File: config.mk
export PLATFORM = sky130hd
export DESIGN_NAME = keyvault_ctrl
export DESIGN_NICKNAME = d
export VERILOG_FILES = /design/src/rtl/kv_pkg.sv /design/src/rtl/kv_decode.sv /design/src/rtl/kv_keystore.sv /design/src/rtl/kv_crc_engine.sv /design/src/rtl/kv_irq.sv /design/src/rtl/keyvault_ctrl.sv
export SDC_FILE = /design/constraint.sdc
export NUM_CORES = 1
export LEC_CHECK = 0
export BUFFER_PORTS_ARGS = -buffer_cell sky130_fd_sc_hd__buf_2
export CAP_MARGIN = 0
export CELL_PAD_IN_SITES_DETAIL_PLACEMENT = 0
export CELL_PAD_IN_SITES_GLOBAL_PLACEMENT = 1
export CORE_AREA = 2 2 198 346
export CTS_CLUSTER_DIAMETER = 40
export DETAILED_ROUTE_END_ITERATION = 8
export DIE_AREA = 0 0 200 348
export PLACE_DENSITY_LB_ADDON = 0.1
export RECOVER_POWER = 25
export SETUP_SLACK_MARGIN = 0.05
export SYNTH_ARGS = -nofsm -noshare
export SYNTH_HDL_FRONTEND = slang
export SYNTH_SLANG_ARGS = --single-unit
File: constraint.sdc
create_clock -name clk -period 9 [get_ports clk]
set_input_delay 2.7 -clock clk [delete_from_list [all_inputs] [get_ports clk]]
set_output_delay 2.7 -clock clk [all_outputs]
set_load 0.005 [all_outputs]
File: src/rtl/kv_pkg.sv
package kv_pkg;
  localparam int unsigned BKV_W     = 32;
  localparam int unsigned KEY_WORDS = 9;
  localparam int unsigned CHK_WORDS = KEY_WORDS - 1;
  localparam int unsigned KIDX_W    = $clog2(KEY_WORDS);

  // word offsets (byte address / 4); software depends on these
  localparam int unsigned OFS_STATUS = 0;
  localparam int unsigned OFS_CTRL   = 1;
  localparam int unsigned OFS_MODE   = 2;
  localparam int unsigned OFS_CRC    = 3;
  localparam int unsigned OFS_KEY0   = 4;
  localparam int unsigned OFS_ERREN  = OFS_KEY0 + KEY_WORDS;
  localparam int unsigned OFS_ISR    = OFS_ERREN + 1;
  localparam int unsigned OFS_IMR    = OFS_ERREN + 2;
  localparam int unsigned OFS_IEN    = OFS_ERREN + 3;
  localparam int unsigned OFS_IDIS   = OFS_ERREN + 4;
  localparam int unsigned OFS_LOCK   = OFS_ERREN + 6;

  // status bit positions
  localparam int unsigned ST_MODE = 0;
  localparam int unsigned ST_ZERO = 4;
  localparam int unsigned ST_DONE = 8;
  localparam int unsigned ST_PASS = 9;

  typedef logic [BKV_W-1:0] word_t;

  typedef enum logic [3:0] {
    SEL_NONE, SEL_STATUS, SEL_CTRL, SEL_MODE, SEL_CRC, SEL_KEY,
    SEL_ERREN, SEL_ISR, SEL_IMR, SEL_IEN, SEL_IDIS, SEL_LOCK
  } sel_e;

  typedef struct packed {
    sel_e              sel;
    logic [KIDX_W-1:0] key_idx;
  } dec_t;

  // reflected CRC over one word, least significant bit first
  function automatic word_t crc_fold(word_t crc_in, word_t data, word_t poly);
    word_t c;
    logic  fb;
    c = crc_in;
    for (int b = 0; b < BKV_W; b++) begin
      fb = c[0] ^ data[b];
      c  = c >> 1;
      if (fb) c = c ^ poly;
    end
    return c;
  endfunction
endpackage

File: src/rtl/kv_decode.sv
module kv_decode
  import kv_pkg::*;
#(
  parameter int unsigned ADDR_W = 8
) (
  input  logic [ADDR_W-1:0] addr_i,
  output dec_t              dec_o
);
  localparam int unsigned WIDX_W = ADDR_W - 2;

  logic [WIDX_W-1:0] widx;
  assign widx = addr_i[ADDR_W-1:2];

  always_comb begin
    dec_o.sel     = SEL_NONE;
    dec_o.key_idx = '0;
    if (addr_i[1:0] == 2'b00) begin
      if (widx >= WIDX_W'(OFS_KEY0) && widx < WIDX_W'(OFS_KEY0 + KEY_WORDS)) begin
        dec_o.sel     = SEL_KEY;
        dec_o.key_idx = KIDX_W'(widx - WIDX_W'(OFS_KEY0));
      end else if (widx == WIDX_W'(OFS_STATUS)) dec_o.sel = SEL_STATUS;
      else if (widx == WIDX_W'(OFS_CTRL))  dec_o.sel = SEL_CTRL;
      else if (widx == WIDX_W'(OFS_MODE))  dec_o.sel = SEL_MODE;
      else if (widx == WIDX_W'(OFS_CRC))   dec_o.sel = SEL_CRC;
      else if (widx == WIDX_W'(OFS_ERREN)) dec_o.sel = SEL_ERREN;
      else if (widx == WIDX_W'(OFS_ISR))   dec_o.sel = SEL_ISR;
      else if (widx == WIDX_W'(OFS_IMR))   dec_o.sel = SEL_IMR;
      else if (widx == WIDX_W'(OFS_IEN))   dec_o.sel = SEL_IEN;
      else if (widx == WIDX_W'(OFS_IDIS))  dec_o.sel = SEL_IDIS;
      else if (widx == WIDX_W'(OFS_LOCK))  dec_o.sel = SEL_LOCK;
    end
  end
endmodule

File: src/rtl/kv_keystore.sv
module kv_keystore
  import kv_pkg::*;
#(
  parameter bit W8_WO = 1'b0
) (
  input  logic                        clk,
  input  logic                        vault_rst,
  input  logic                        we_i,
  input  logic [KIDX_W-1:0]           idx_i,
  input  word_t                       wdata_i,
  input  logic                        zeroize_i,
  output logic [KEY_WORDS*BKV_W-1:0]  keys_o
);
  for (genvar g = 0; g < KEY_WORDS; g++) begin : g_word
    localparam bit WIPED = (g < CHK_WORDS) || W8_WO;
    word_t word_q;
    always_ff @(posedge clk) begin
      if (vault_rst)                                 word_q <= '0;
      else if (zeroize_i && WIPED)                   word_q <= '0;
      else if (we_i && idx_i == KIDX_W'(g))          word_q <= wdata_i;
    end
    assign keys_o[g*BKV_W +: BKV_W] = word_q;
  end

  AST_ZEROIZE_CLEARS_W0: assert property (@(posedge clk) disable iff (vault_rst)
    zeroize_i |=> (keys_o[BKV_W-1:0] == '0));
endmodule

File: src/rtl/kv_crc_engine.sv
module kv_crc_engine
  import kv_pkg::*;
#(
  parameter word_t       POLY    = 32'h82F6_3B78,
  parameter int unsigned N_WORDS = CHK_WORDS
) (
  input  logic                      clk,
  input  logic                      rst,
  input  logic                      start_i,
  input  word_t                     ref_i,
  input  logic [N_WORDS*BKV_W-1:0]  words_i,
  output logic                      busy_o,
  output logic                      done_o,
  output logic                      pass_o
);
  localparam int unsigned STEPS = N_WORDS + 1;   // zero word plus the key
  localparam int unsigned CNT_W = $clog2(STEPS + 1);

  logic [CNT_W-1:0] cnt_q;
  word_t acc_q, ref_q, cur, acc_nxt;
  logic  busy_q, done_q, pass_q;

  always_comb begin
    cur = '0;
    for (int i = 0; i < N_WORDS; i++)
      if (cnt_q == CNT_W'(i + 1)) cur = words_i[i*BKV_W +: BKV_W];
  end

  assign acc_nxt = crc_fold(acc_q, cur, POLY);

  always_ff @(posedge clk) begin
    if (rst) begin
      busy_q <= 1'b0;
      done_q <= 1'b0;
      pass_q <= 1'b0;
      cnt_q  <= '0;
      acc_q  <= '0;
      ref_q  <= '0;
    end else if (start_i) begin
      busy_q <= 1'b1;
      done_q <= 1'b0;
      pass_q <= 1'b0;
      cnt_q  <= '0;
      acc_q  <= '0;
      ref_q  <= ref_i;
    end else if (busy_q) begin
      acc_q <= acc_nxt;
      cnt_q <= cnt_q + 1'b1;
      if (cnt_q == CNT_W'(STEPS - 1)) begin
        busy_q <= 1'b0;
        done_q <= 1'b1;
        pass_q <= (acc_nxt == ref_q);
      end
    end
  end

  assign busy_o = busy_q;
  assign done_o = done_q;
  assign pass_o = pass_q;

  AST_NO_RESTART: assert property (@(posedge clk) disable iff (rst)
    start_i |-> !busy_q);
  AST_DONE_AT_END: assert property (@(posedge clk) disable iff (rst)
    $fell(busy_q) |-> done_q);
  AST_PASS_NEEDS_DONE: assert property (@(posedge clk) disable iff (rst)
    pass_q |-> done_q);
endmodule

File: src/rtl/kv_irq.sv
module kv_irq (
  input  logic clk,
  input  logic rst,
  input  logic set_i,
  input  logic w1c_i,
  input  logic ien_i,
  input  logic idis_i,
  output logic isr_o,
  output logic imr_o,
  output logic irq_o
);
  logic isr_q, imr_q, irq_q;

  always_ff @(posedge clk) begin
    if (rst) begin
      isr_q <= 1'b0;
      imr_q <= 1'b1;
      irq_q <= 1'b0;
    end else begin
      if (set_i)      isr_q <= 1'b1;
      else if (w1c_i) isr_q <= 1'b0;
      if (ien_i)       imr_q <= 1'b0;
      else if (idis_i) imr_q <= 1'b1;
      irq_q <= isr_q & ~imr_q;
    end
  end

  assign isr_o = isr_q;
  assign imr_o = imr_q;
  assign irq_o = irq_q;

  AST_SET_WINS: assert property (@(posedge clk) disable iff (rst)
    set_i |=> isr_q);
  AST_IRQ_NEEDS_PENDING: assert property (@(posedge clk) disable iff (rst)
    $rose(irq_q) |-> $past(isr_q));
endmodule

File: src/rtl/keyvault_ctrl.sv
module keyvault_ctrl
  import kv_pkg::*;
#(
  parameter int unsigned ADDR_W    = 8,
  parameter logic [31:0] MODE_KEY  = 32'h757B_DF0D,
  parameter logic [31:0] CRC_POLY  = 32'h82F6_3B78,
  parameter bit          W8_WO     = 1'b0
) (
  input  logic              clk,
  input  logic              rst,
  input  logic              vault_rst,
  input  logic              bus_wr_i,
  input  logic              bus_rd_i,
  input  logic [ADDR_W-1:0] bus_addr_i,
  input  logic [31:0]       bus_wdata_i,
  output logic [31:0]       bus_rdata_o,
  output logic              bus_err_o,
  output logic              bus_wait_o,
  output logic              irq_o
);
  localparam logic [KIDX_W-1:0] LAST_IDX = KIDX_W'(KEY_WORDS - 1);

  dec_t dec;
  kv_decode #(.ADDR_W(ADDR_W)) u_dec (.addr_i(bus_addr_i), .dec_o(dec));

  logic busy, chk_done, chk_pass;
  logic mode_q, zeroed_q, lock_q, erren_q, err_q;
  word_t rdata_q, rd_val, key8;
  logic [KEY_WORDS*BKV_W-1:0] keys;
  logic isr, imr;

  // write qualification
  logic stallable, wr_do, is_w8;
  logic mode_hit, ctrl_zero, zeroize, key_we, crc_go, bad_acc, err_evt;

  assign stallable = (dec.sel == SEL_CTRL) || (dec.sel == SEL_MODE) ||
                     (dec.sel == SEL_CRC)  || (dec.sel == SEL_KEY);
  assign wr_do     = bus_wr_i && !rst && !(stallable && busy);
  assign is_w8     = (dec.key_idx == LAST_IDX);
  assign mode_hit  = wr_do && dec.sel == SEL_MODE && bus_wdata_i == MODE_KEY;
  assign ctrl_zero = wr_do && dec.sel == SEL_CTRL && bus_wdata_i[0];
  assign zeroize   = mode_hit || ctrl_zero;
  assign key_we    = wr_do && dec.sel == SEL_KEY && mode_q && (!is_w8 || !lock_q);
  assign crc_go    = wr_do && dec.sel == SEL_CRC && mode_q;
  assign bad_acc   = (bus_wr_i || bus_rd_i) && dec.sel == SEL_NONE;
  assign err_evt   = bad_acc && erren_q && !rst;

  kv_keystore #(.W8_WO(W8_WO)) u_store (
    .clk       (clk),
    .vault_rst (vault_rst),
    .we_i      (key_we),
    .idx_i     (dec.key_idx),
    .wdata_i   (bus_wdata_i),
    .zeroize_i (zeroize),
    .keys_o    (keys)
  );
  assign key8 = keys[KEY_WORDS*BKV_W-1 -: BKV_W];

  kv_crc_engine #(.POLY(CRC_POLY), .N_WORDS(CHK_WORDS)) u_crc (
    .clk     (clk),
    .rst     (rst),
    .start_i (crc_go),
    .ref_i   (bus_wdata_i),
    .words_i (keys[CHK_WORDS*BKV_W-1:0]),
    .busy_o  (busy),
    .done_o  (chk_done),
    .pass_o  (chk_pass)
  );

  kv_irq u_irq (
    .clk    (clk),
    .rst    (rst),
    .set_i  (err_evt),
    .w1c_i  (wr_do && dec.sel == SEL_ISR  && bus_wdata_i[0]),
    .ien_i  (wr_do && dec.sel == SEL_IEN  && bus_wdata_i[0]),
    .idis_i (wr_do && dec.sel == SEL_IDIS && bus_wdata_i[0]),
    .isr_o  (isr),
    .imr_o  (imr),
    .irq_o  (irq_o)
  );

  // control state; key words are not touched by rst
  always_ff @(posedge clk) begin
    if (rst) begin
      mode_q   <= 1'b0;
      zeroed_q <= 1'b0;
      lock_q   <= 1'b0;
      erren_q  <= 1'b0;
    end else begin
      if (mode_hit) mode_q <= 1'b1;
      if (zeroize)
        zeroed_q <= 1'b1;
      else if (key_we && bus_wdata_i != '0 && (!is_w8 || W8_WO))
        zeroed_q <= 1'b0;
      if (wr_do && dec.sel == SEL_LOCK && bus_wdata_i[0] && !W8_WO)
        lock_q <= 1'b1;
      if (wr_do && dec.sel == SEL_ERREN)
        erren_q <= bus_wdata_i[0];
    end
  end

  always_comb begin
    rd_val = '0;
    unique case (dec.sel)
      SEL_STATUS: begin
        rd_val[ST_MODE] = mode_q;
        rd_val[ST_ZERO] = zeroed_q;
        rd_val[ST_DONE] = chk_done;
        rd_val[ST_PASS] = chk_pass;
      end
      SEL_KEY:   rd_val = (is_w8 && !W8_WO) ? key8 : '0;
      SEL_ERREN: rd_val[0] = erren_q;
      SEL_ISR:   rd_val[0] = isr;
      SEL_IMR:   rd_val[0] = imr;
      SEL_LOCK:  rd_val[0] = lock_q;
      default:   rd_val = '0;
    endcase
  end

  always_ff @(posedge clk) begin
    if (rst) begin
      rdata_q <= '0;
      err_q   <= 1'b0;
    end else begin
      err_q <= err_evt;
      if (bus_rd_i) rdata_q <= rd_val;
    end
  end

  assign bus_rdata_o = rdata_q;
  assign bus_err_o   = err_q;
  assign bus_wait_o  = busy;

  AST_MODE_STICKY: assert property (@(posedge clk) disable iff (rst)
    mode_q |=> mode_q);
  AST_LOCK_STICKY: assert property (@(posedge clk) disable iff (rst)
    lock_q |=> lock_q);
  AST_ERR_NEEDS_EN: assert property (@(posedge clk) disable iff (rst)
    bus_err_o |-> erren_q);
  AST_W8_FROZEN: assert property (@(posedge clk) disable iff (rst || vault_rst)
    (lock_q && !zeroize) |=> $stable(key8));
endmodule

# Word-level counts from Yosys, hierarchy flattened
# Cells that the tools add are included.
# classes
addsub,2
n_lt_le_gt_ge,2
eq_ne,38
mux,69
n_bitwise,66
n_reduce_logical,57
# op_table
operator,count
32-bit 2-to-1 mux,41
16-bit NOT with 17-bit output,32
4-bit by 3-bit equality test with 1-bit output (second input constant),12
4-bit 2-to-1 mux,12
1-bit logical AND,36
32-bit by 31-bit equality test with 1-bit output (second input constant),1
32-bit equality test,1
32-bit nonzero test,1
1-bit bitwise XOR,32
4-bit by 2-bit equality test with 1-bit output (second input constant),6
4-bit equality test (second input constant),6
22-bit 2-to-1 mux,1
6-bit by 4-bit equality test with 1-bit output (second input constant),3
6-bit by 5-bit equality test with 1-bit output (second input constant),3
4-bit by 1-bit equality test with 1-bit output (second input constant),3
6-bit by 2-bit equality test with 1-bit output (second input constant),2
1-bit 2-to-1 mux,9
4-bit logical NOT,2
8-bit 2-to-1 mux,1
6-bit by 1-bit equality test with 1-bit output (second input constant),1
6-bit by 3-bit >= comparator with 1-bit output (second input constant),1
6-bit logical NOT,1
1-bit logical OR,6
6-bit by 4-bit < comparator with 1-bit output (second input constant),1
13 further kinds,20
# totals
regBits,399
inputBits,45
wordCells,258

# Logic depth before layout (Yosys ltp)
# depth
ltp_word,74
mapped_depth,28

# Modules after synthesis
# Synthesis repeated with hierarchy kept, for this count alone.
# hier_totals
hier_cells,2432
hier_area_um2,23834.1
# modules_own_cells
module,n_inst,cells_per_inst,area_each_um2
kv_crc_engine,1,1154,11006.8
kv_keystore,1,1011,10667.7
keyvault_ctrl,1,217,1744.2
kv_decode,1,41,317.8
kv_irq,1,9,97.6

# Worst setup path after synthesis
# Ideal clock, no wire load.
# synth_timing
kind,reg2reg
from,register u_crc.cnt_q[0]
to,register u_crc.pass_q (netlist: u_crc.pass_o)
setup_time_ns,0.087
arrival_time_ns,6.919
required_time_ns,8.913
path_slack_ns,1.994
stages_incl_launch_ff,25
path_buffers,5
cell_sequence,dfxtp_1 -> inv_1 -> ha_1 -> buf_2 -> buf_2 -> buf_2 -> buf_2 -> buf_2 -> a221oi_1 -> o22ai_1 -> a222oi_1 -> xnor3_1 -> xor2_1 -> xor2_1 -> xor2_1 -> xnor3_2 -> xor2_2 -> xnor3_2 -> xnor2_4 -> xnor3_2 -> xor2_1 -> nor4_2 -> o2111ai_1 -> or4_1 -> o31ai_1
# synth_between
elab_chain_cells,64
word_cells_on_any_way,113
# synth_lines
item,line_no,rtl
from (decl),kv_crc_engine.sv:19,logic [CNT_W-1:0] cnt_q;
from (signal assigned),kv_crc_engine.sv:48,cnt_q <= cnt_q + 1'b1;
"parallel branches: the longest is 64 deep, another holds 32-bit 2-to-1 mux",--,
to (signal assigned),kv_crc_engine.sv:52,pass_q <= (acc_nxt == ref_q);
to (decl),kv_crc_engine.sv:21,"logic busy_q, done_q, pass_q;"
# Several ways; the timed one is not identified.
# A chain may end at the register's enable or synchronous reset.

# Worst setup path after layout
# layout_timing
from,register u_crc.cnt_q[1]
to,register u_crc.pass_q (netlist: u_crc.pass_o)
# The elaborated chain is that of the path after synthesis.

==> flow_summary.yaml <==
run_status:
  outcome: "complete, but fails checks"
  violations: "max-capacitance violations, max-slew violations"
layout:
  seqCellArea_um2: 7990
  final_cell_mix: "nand2_1 (716), a21oi_1 (414), dfxtp_1 (398)"
  final_nets: 2812
  multi_input_area_um2: 13600
  fin_util_pct: 38.1
  final_common_cell: "nand2_1"
  drive_above_1_share_pct: 10.7
  syn2layout_area_growth_pct: 13.5
  fillCellCount: 6927
floorplanning:
  coreArea_um2: 67000
  chipWidth_um: 200
  rows: 126
  start_util_pct: 33.6
  io_pins: 80
  die_y_um: 348
  die_area_um2: 69600
setup_path:
  reg2reg_to: "u_crc.pass_o"
  setup.worst_path.class: "reg -> reg"
  crit_path_start_kind: "flip-flop"
  cp-end-kind: "flip-flop"
  cp-endpoint: "u_crc.pass_o"
  crit_fanout: 31
  reg2reg_from: "u_crc.cnt_q[1]"
  r2r_slack_ns: 0.84
  crit_start: "u_crc.cnt_q[1]"
  reg2reg_depth: 20
  critPathArrivalTime_ns: 8.65
  cp.required_ns: 9.48
drt:
  first_pass_iters: 5
  highest_layer: "met4"
  met3WireLength_mm: 3.48
  wl_mm: 94.6
  drc: 0
  post_drt_wl_per_cell_um: 25.6
  vias_per_cell: 5.36
  met1_length_mm: 36.1
  drtIter0Drc: 1408
  vias: 19800
  antenna_left: 0
  wl_met2_mm: 49.4
pwr:
  p_clk_share_pct: 51.3
  powerDensity_nw_per_um2: 153
  total_power_mw: 3.90
  p_int_mw: 2.95
  p_leak_nw: 8.76
  power.switching_mw: 0.949
  seqPwrFrac_pct: 45.3
  pwr-share-comb_pct: 3.3
  swShare_pct: 24.3
  peakVddDrop_uv: 151
yosys:
  yosysTopAreaCell: "dfxtp_1"
  synth_nets: 2804
  synthAdderAreaFrac_pct: 0.445
  yosysSeqAreaShare_pct: 35.5
  synthSimpleGateAreaFrac_pct: 20.0
  ys_top_cells_by_area: "dfxtp_1 (35%), nand2_1 (12%), a21oi_1 (9.2%)"
  ys.flop_type: "dfxtp_1"
  synthXorXnorAreaFrac_pct: 20.4
  syn_inst: 2751
  synth_top_area_share_pct: 35.5
  ys_seq_elements: 399
  synth_top_family_by_area: "XOR/XNOR gates"
  synth.avg_cell_area_um2: 8.18
  synth-edff-count: 0
  async_reset_ff_share_pct: 0
  synth_compound_area_share_pct: 17.4
  synth_area_um2: 22500
  ys_types: 87
  yosys_warnings: 0
  synth_mux_area_share_pct: 1.77
placement:
  io_buffers: 79
  preCtsSetupSlack_ns: 0.825
  globalplace.congestion: 0.915
  hpwl_mm: 67.5
timing:
  holdWs_ns: 0.449
  slew-limit-headroom_pct: -69.0
  worst_pin_slew_ns: 2.54
  hold_violations: 0
  finalSetupViolCount: 0
  rsz0062_at_grt: "no"
  fmax_ghz: 0.122
  clock_skew_ns: 0.0165
  finalCriticalPeriod_ns: 8.16
  setup_ws_ns: 0.835
  setup-tns-final_ns: 0
  drv_slew: 113
  post-route-period-util_pct: 90.7
clock_tree:
  ctsLongestPathBuffers: 3
  cts_sinks: 399
  numCtsBuffers: 47
  cts-root-buf: "clkbuf_16"
  insertion_delay_ns: 0.59
  cts_tree: "done"
  clkTransAtPathRegs_ns: 0.07
  holdBufCountCts: 0
  cts_htree_levels: 2
  post-cts-setup-buffer-count: 0
  cts_resized: 0
grt:
  antenna_found_initial: 0
  gr-total-overflow: 0
  grt_pass1_wl_mm: 138
  grt_pass1_vias: 19500
  grt_max_degree: 109
  grt_util_all_layers_pct: 27.3
worst_hold_path:
  min_from: "u_store.g_word[5].word_q[23]"
  min_path_type: "reg -> reg"
flow_run:
  cap_violations: 3
==> cell type report <==
type / count / area share [%]
inverter: 22 / 0.323
clock buffer: 60 / 5.16
timing repair buffer: 181 / 4.58
tap: 896 / 4.39
clock inverter: 24 / 1.08
antenna: 1 / 0.00980
multi-input combinational: 2108 / 53.2
sequential: 399 / 31.3
==> kinds of logic (layout without fill, tap and decap cells) <==
group	count (synthesis)	in the layout
fa+ha+maj	8	8
xor+xnor	379	379
compound gates	643	643
buf+inv	244	287
mux	37	37
other cells	0	1
flops	399	399
simple gates	1041	1041
==> power groups by stage <==
stage | sequential [mW] | clock [mW] | combinational, mW
2_1_floorplan | 1.81 | 0 | 0.0629
3_3_place_gp | 1.81 | 0 | 0.129
3_5_place_dp | 1.81 | 0 | 0.130
4_1_cts | 1.77 | 2.05 | 0.130
5_1_grt | 1.77 | 2.11 | 0.135
6_report | 1.77 | 2.00 | 0.130
==> worst min path at each step <==
| stage | to | slack, ns | depth (start not counted) |
|---|---|---|---|
| 6_report | u_store.g_word[5].word_q[23] | 0.45 | 2 |
| 3_3_place_gp | u_store.g_word[3].word_q[23] | 0.43 | 2 |
| 2_1_floorplan | u_irq.irq_o | 0.42 | 1 |
| 5_1_grt | u_store.g_word[4].word_q[20] | 0.46 | 2 |
| 4_1_cts | u_store.g_word[4].word_q[20] | 0.45 | 2 |
| 3_5_place_dp | u_store.g_word[4].word_q[20] | 0.44 | 2 |
==> sequential cells by signal (all words and copies together), names as in the netlist, 4 cells and up <==
signal / cells
u_crc.cnt_q: 4
u_store.g_word.word_q: 288
bus_rdata_o: 32
u_crc.acc_q: 32
u_crc.ref_q: 32
==> synthesized netlist by cell type, types with 9 or more instances <==
cell type and number:
inv_1 19, nor2b_1 13, xnor3_1 55, a211o_1 12, nand4_1 9, xor3_1 10, o21ai_0 37, o211ai_1 14
nor4_1 11, xnor3_2 11, nand2_1 716, and3b_1 11, mux2i_1 33, nand3b_1 21, a21oi_1 414, a22oi_1 12
a211oi_1 13, nor2_1 105, o221ai_1 12, xor2_1 76, a31oi_1 11, nand2b_1 40, buf_2 21, nand3_1 47
clkbuf_1 178, a221oi_1 20, dfxtp_1 399, and2_1 10, buf_1 13, nor3_1 16, xnor2_1 207
==> stage by stage <==
step	cell area, um2	instances
after floorplan	22500	2751
after global placement	24000	3606
after detailed placement	24000	3606
after CTS	25600	3690
after global routing	25500	3690
final	25500	3691
==> layer usage <==
layer / global-route usage, % / vias up
met3: 2.48 / 181
met5: 0 / -
li1: - / 9319
met4: 14.5 / 0
met1: 30.7 / 9729
met2: 50.3 / 567
==> critical path, stage by stage (launching register included) <==
cell and delay, ns:
dfxtp_1 0.37, inv_1 0.12, ha_2 0.66, nand3b_1 0.21
a21oi_1 0.07, o311ai_1 0.68, xor2_2 0.45, xnor3_1 0.46
xnor3_1 0.34, xnor3_2 0.49, xnor3_2 0.51, xnor3_2 0.51
xor2_2 0.25, xnor2_2 0.37, xnor3_2 0.56, xnor3_2 0.50
xnor3_2 0.52, xnor3_1 0.42, xnor2_1 0.14, o221ai_1 0.16
o31ai_1 0.23
Power figures use the tool's default switching activity.
